### config.mk
export PLATFORM = sky130hd
export DESIGN_NAME = sram_bytewrite_core
export DESIGN_NICKNAME = d
export VERILOG_FILES = /design/src/rtl/sram_bytewrite_core.sv
export SDC_FILE = /design/constraint.sdc
export NUM_CORES = 2
export LEC_CHECK = 0
export ABC_AREA = 1
export CAP_MARGIN = 25
export CORE_MARGIN = 5
export CORE_UTILIZATION = 49
export DETAILED_ROUTE_END_ITERATION = 8
export PLACE_DENSITY = 0.67
export SYNTH_ARGS = -nofsm -noshare
export SYNTH_HDL_FRONTEND = slang
export SYNTH_SLANG_ARGS = --single-unit
### constraint.sdc
create_clock -name clk -period 3.2 [get_ports clk]
set_input_delay 0.64 -clock clk [delete_from_list [all_inputs] [get_ports clk]]
set_output_delay 0.64 -clock clk [all_outputs]
set_load 0.05 [all_outputs]
### src/rtl/sram_bytewrite_core.sv
module sram_bytewrite_core #(
  parameter int ADDR_W = 6,
  parameter int LANES  = 4,
  parameter int LANE_W = 9,
  localparam int DATA_W = LANES * LANE_W,
  localparam int DEPTH  = 1 << ADDR_W
) (
  input  logic              clk,
  input  logic              rst_n,
  input  logic [ADDR_W-1:0] addr,
  input  logic              sel,
  input  logic              gw_n,
  input  logic              bwe_n,
  input  logic [LANES-1:0]  bs_n,
  input  logic              oe_n,
  input  logic [DATA_W-1:0] din,
  output logic [DATA_W-1:0] dout,
  output logic              dout_en
);

  logic [LANES-1:0] lane_we;
  logic             rd;
  logic             rd_q, first_q, idle_q;

  assign lane_we = !sel   ? '0 :
                   !gw_n  ? '1 :
                   !bwe_n ? ~bs_n : '0;
  assign rd = sel && (lane_we == '0);

  for (genvar k = 0; k < LANES; k++) begin : g_lane
    logic [LANE_W-1:0] mem [DEPTH];
    logic [LANE_W-1:0] q;

    always_ff @(posedge clk) begin
      if (lane_we[k]) mem[addr] <= din[k*LANE_W +: LANE_W];
      if (rd) q <= mem[addr];
    end

    assign dout[k*LANE_W +: LANE_W] = q;
  end

  always_ff @(posedge clk) begin
    if (!rst_n) begin
      rd_q    <= 1'b0;
      first_q <= 1'b0;
      idle_q  <= 1'b1;
    end else begin
      rd_q    <= rd;
      first_q <= idle_q;
      idle_q  <= !sel;
    end
  end

  assign dout_en = !oe_n && rd_q && !first_q;

endmodule


==> results.sh <==
export IMPL_run_status="finished clean"
export IMPL_synth_cells=9786
export IMPL_worstPathRequired_ps=2560
export IMPL_final_util_pct=56.1
export IMPL_track_usage_pct=26.6
export IMPL_synthTopCellsByCount="nand2_1 (6520), edfxtp_1 (2340), nor2_1 (338)"
export IMPL_synth_seq_area_share_pct=70.9
export IMPL_crit_fanout=2
export IMPL_internal_power_w=0.0504
export IMPL_max_cap_violations=0
export IMPL_grt_overflow_total=0
export IMPL_place_congestion=0.896
export IMPL_cpPeakStageDelay_ps=910
export IMPL_initial_core_util_pct=49.1
export IMPL_tightest_slew_ps=919
export IMPL_areaGrowthSynthToFinish_pct=14.2
export IMPL_avgSynthCellArea_um2=10.1
export IMPL_post_route_period_util_pct=95.7
export IMPL_synth_distinct_cells=23
export IMPL_hold_violations=0
export IMPL_grt_pass1_vias=66500
export IMPL_power_share_switching_pct=22.6
export IMPL_drc=0
export IMPL_synthMostInstantiatedCell="nand2_1"
export IMPL_synth_ff_type="edfxtp_1"
export IMPL_worst_setup_path_end_kind="output pin"
export IMPL_die_area_um2=212000
export IMPL_cts_buffers=229
export IMPL_report_final_slew_viol_count=0
export IMPL_dr_first_iter_drc_count=8247
export IMPL_detail_route_wl_per_cell_um=21.9
export IMPL_final_layout_size_suffix_gt1_share_pct=9.06
export IMPL_cts_tree="built"
export IMPL_rsz0062_at_grt="false"
export IMPL_clk_latency_ps=860
export IMPL_cts_max_level=4
export IMPL_powerDensity_nw_per_um2=574
export IMPL_clk_pin_slew_ps=60
export IMPL_clock_skew_ps=24.7
export IMPL_row_count=165
export IMPL_async_flop_share_pct=0
export IMPL_ant_nets=0
export IMPL_critPathTopFamily="buffers and inverters"
export IMPL_die_y_um=460
export IMPL_ys_ff_latch=2343
export IMPL_vias=69200
export IMPL_cts_buffer_depth=3
export IMPL_antenna_found_initial=24
export IMPL_fin_area_um2=113000
export IMPL_synth_top_area_share_pct=70.8
export IMPL_cpMaxStageDelayCell="clkdlybuf4s50_1"
export IMPL_drtPass1Iterations=6
export IMPL_p_leak_nw=47.7
export IMPL_avgViaCountPerCell=5.31
export IMPL_crit_arrival_ps=2420
export IMPL_critical_path_buf_inv_count=1
export IMPL_syn_area_um2=99200
export IMPL_combPwrFrac_pct=6.5
export IMPL_yosysTopAreaCell="edfxtp_1"
export IMPL_setup_tns_final_ps=0
export IMPL_setup_violations=0
export IMPL_synth_warnings=0
export IMPL_portBuffers=88
export IMPL_relSlewSlack_pct=38.7
export IMPL_io_pins=89
export IMPL_drt_total_wl_um=285000
export IMPL_synthesis_nets=9838
export IMPL_grt_pass1_wl_um=420000
export IMPL_root_buffer="clkbuf_16"
export IMPL_min_period_ps=3060
export IMPL_place_area_um2=106000
export IMPL_cts_sinks=2343
export IMPL_worstSetupPathType="reg2out"
export IMPL_core_um2=202000
export IMPL_fmax_mhz=326
export IMPL_grt_max_degree=119
export IMPL_p_sw_w=0.0147
export IMPL_final_net_count=10200
export IMPL_worstPathCellList="clkdlybuf4s50_1"
export IMPL_synth_top_cells_by_area="edfxtp_1 (71%), nand2_1 (25%), buf_2 (1.3%)"
export IMPL_clock_power_share_pct=41.2
export IMPL_dp_hpwl_um=178000
export IMPL_start_kind="flop"
export IMPL_synth_edff_count=2340
export IMPL_pwr_share_seq_pct=52.2
export IMPL_die_w_um=460
export IMPL_max_vdd_ir_drop_mv=0.518
export IMPL_worstHoldPathType="in2reg"
power groups by stage:
stage / registers [W] / clock network, W / logic (W)
3_3_place_gp: 0.0346 / 0 / 0.00414
6_report: 0.0340 / 0.0268 / 0.00424
3_5_place_dp: 0.0346 / 0 / 0.00418
2_1_floorplan: 0.0347 / 0 / 0.00227
5_1_grt: 0.0340 / 0.0284 / 0.00462
4_1_cts: 0.0340 / 0.0271 / 0.00421
what timing repair did:
item / 4_1_cts / 5_1_grt
setup endpoints to repair: 1 / 0
resized for setup: 1 / 0
endpoints found under the hold margin: 1 / 0
hold buffers: 1 / 0
buffers inserted: 0 / 0
kinds of logic after synthesis:
group / after synthesis / share of synthesized area [%]
compound gates: 18 / 0.108
simple gates: 6890 / 26.2
buf+inv: 535 / 2.82
flops: 2343 / 70.9
path summary, 6_finish.rpt:
kind / start / end / slack (ps) / cells after the start
max: g_lane[0].q[4] / dout[4] / 140 / 1
min: din[13] / g_lane[1].mem[9][4] / 240 / 1
max reg2reg: g_lane[1].mem[1][2] / g_lane[1].q[2] / 1400 / 10
min reg2reg: idle_q / first_q / 410 / 2
registers in the layout, summed over array words and instances, names as in the netlist:
register and flops:
rd_q 1, g_lane.mem 2304, g_lane.q 36, idle_q 1, first_q 1
final cells by class:
class                      count  area [um2]
multi-input combinational   6908       26200
tap                         2672        3340
sequential                  2343       70300
inverter                      25         125
fill                       17000       88600
clock buffer                 283        6020
antenna                       25        62.6
clock inverter               140        1420
timing repair buffer         631        5840
layer usage:
metal | share of wire (%) | track usage (%) | vias to the layer above
met5 | 0.026 | 0 | -
met4 | 5.0 | 12.6 | 12
met3 | 9.3 | 5.45 | 616
met2 | 47 | 42.3 | 3219
met1 | 39 | 35.3 | 33000
li1 | - | - | 32300
per-stage QoR:
| stage | hold WS [ps] | cells | setup slack [ps] | total power [W] |
|---|---|---|---|---|
| 2_1_floorplan | 390 | 9786 | 54.6 | 0.0369 |
| 3_3_place_gp | 400 | 12600 | -264 | 0.0388 |
| 3_5_place_dp | 402 | 12600 | -227 | 0.0388 |
| 4_1_cts | 190 | 13000 | 59.7 | 0.0653 |
| 5_1_grt | 219 | 13000 | 114 | 0.0670 |
| 6_report | 240 | 13000 | 136 | 0.0651 |
cells in the final DEF, fill, tap and decap left out, types with 3 or more instances in the layout:
cell type	synthesis	routed
inv_1	21	21
nor2_1	338	337
buf_8	0	3
clkdlybuf4s50_1	0	48
nor2_4	7	8
o21ai_0	4	3
buf_4	82	458
edfxtp_1	2340	2340
clkinv_4	0	3
nand2_2	0	3
nand3_1	5	5
nor2_2	4	4
or2_2	3	3
clkinv_1	0	49
nand2_1	6520	6517
diode_2	0	25
clkinv_8	0	4
inv_6	0	4
buf_12	0	84
inv_8	0	3
clkbuf_16	0	233
o21ai_1	7	7
buf_2	257	36
clkinvlp_4	0	13
o211ai_1	7	7
dfxtp_1	3	3
nor3_4	0	8
clkbuf_1	132	50
clkinv_2	0	39
bufinv_16	0	26
No activity file was read; power rests on OpenSTA's default activity.
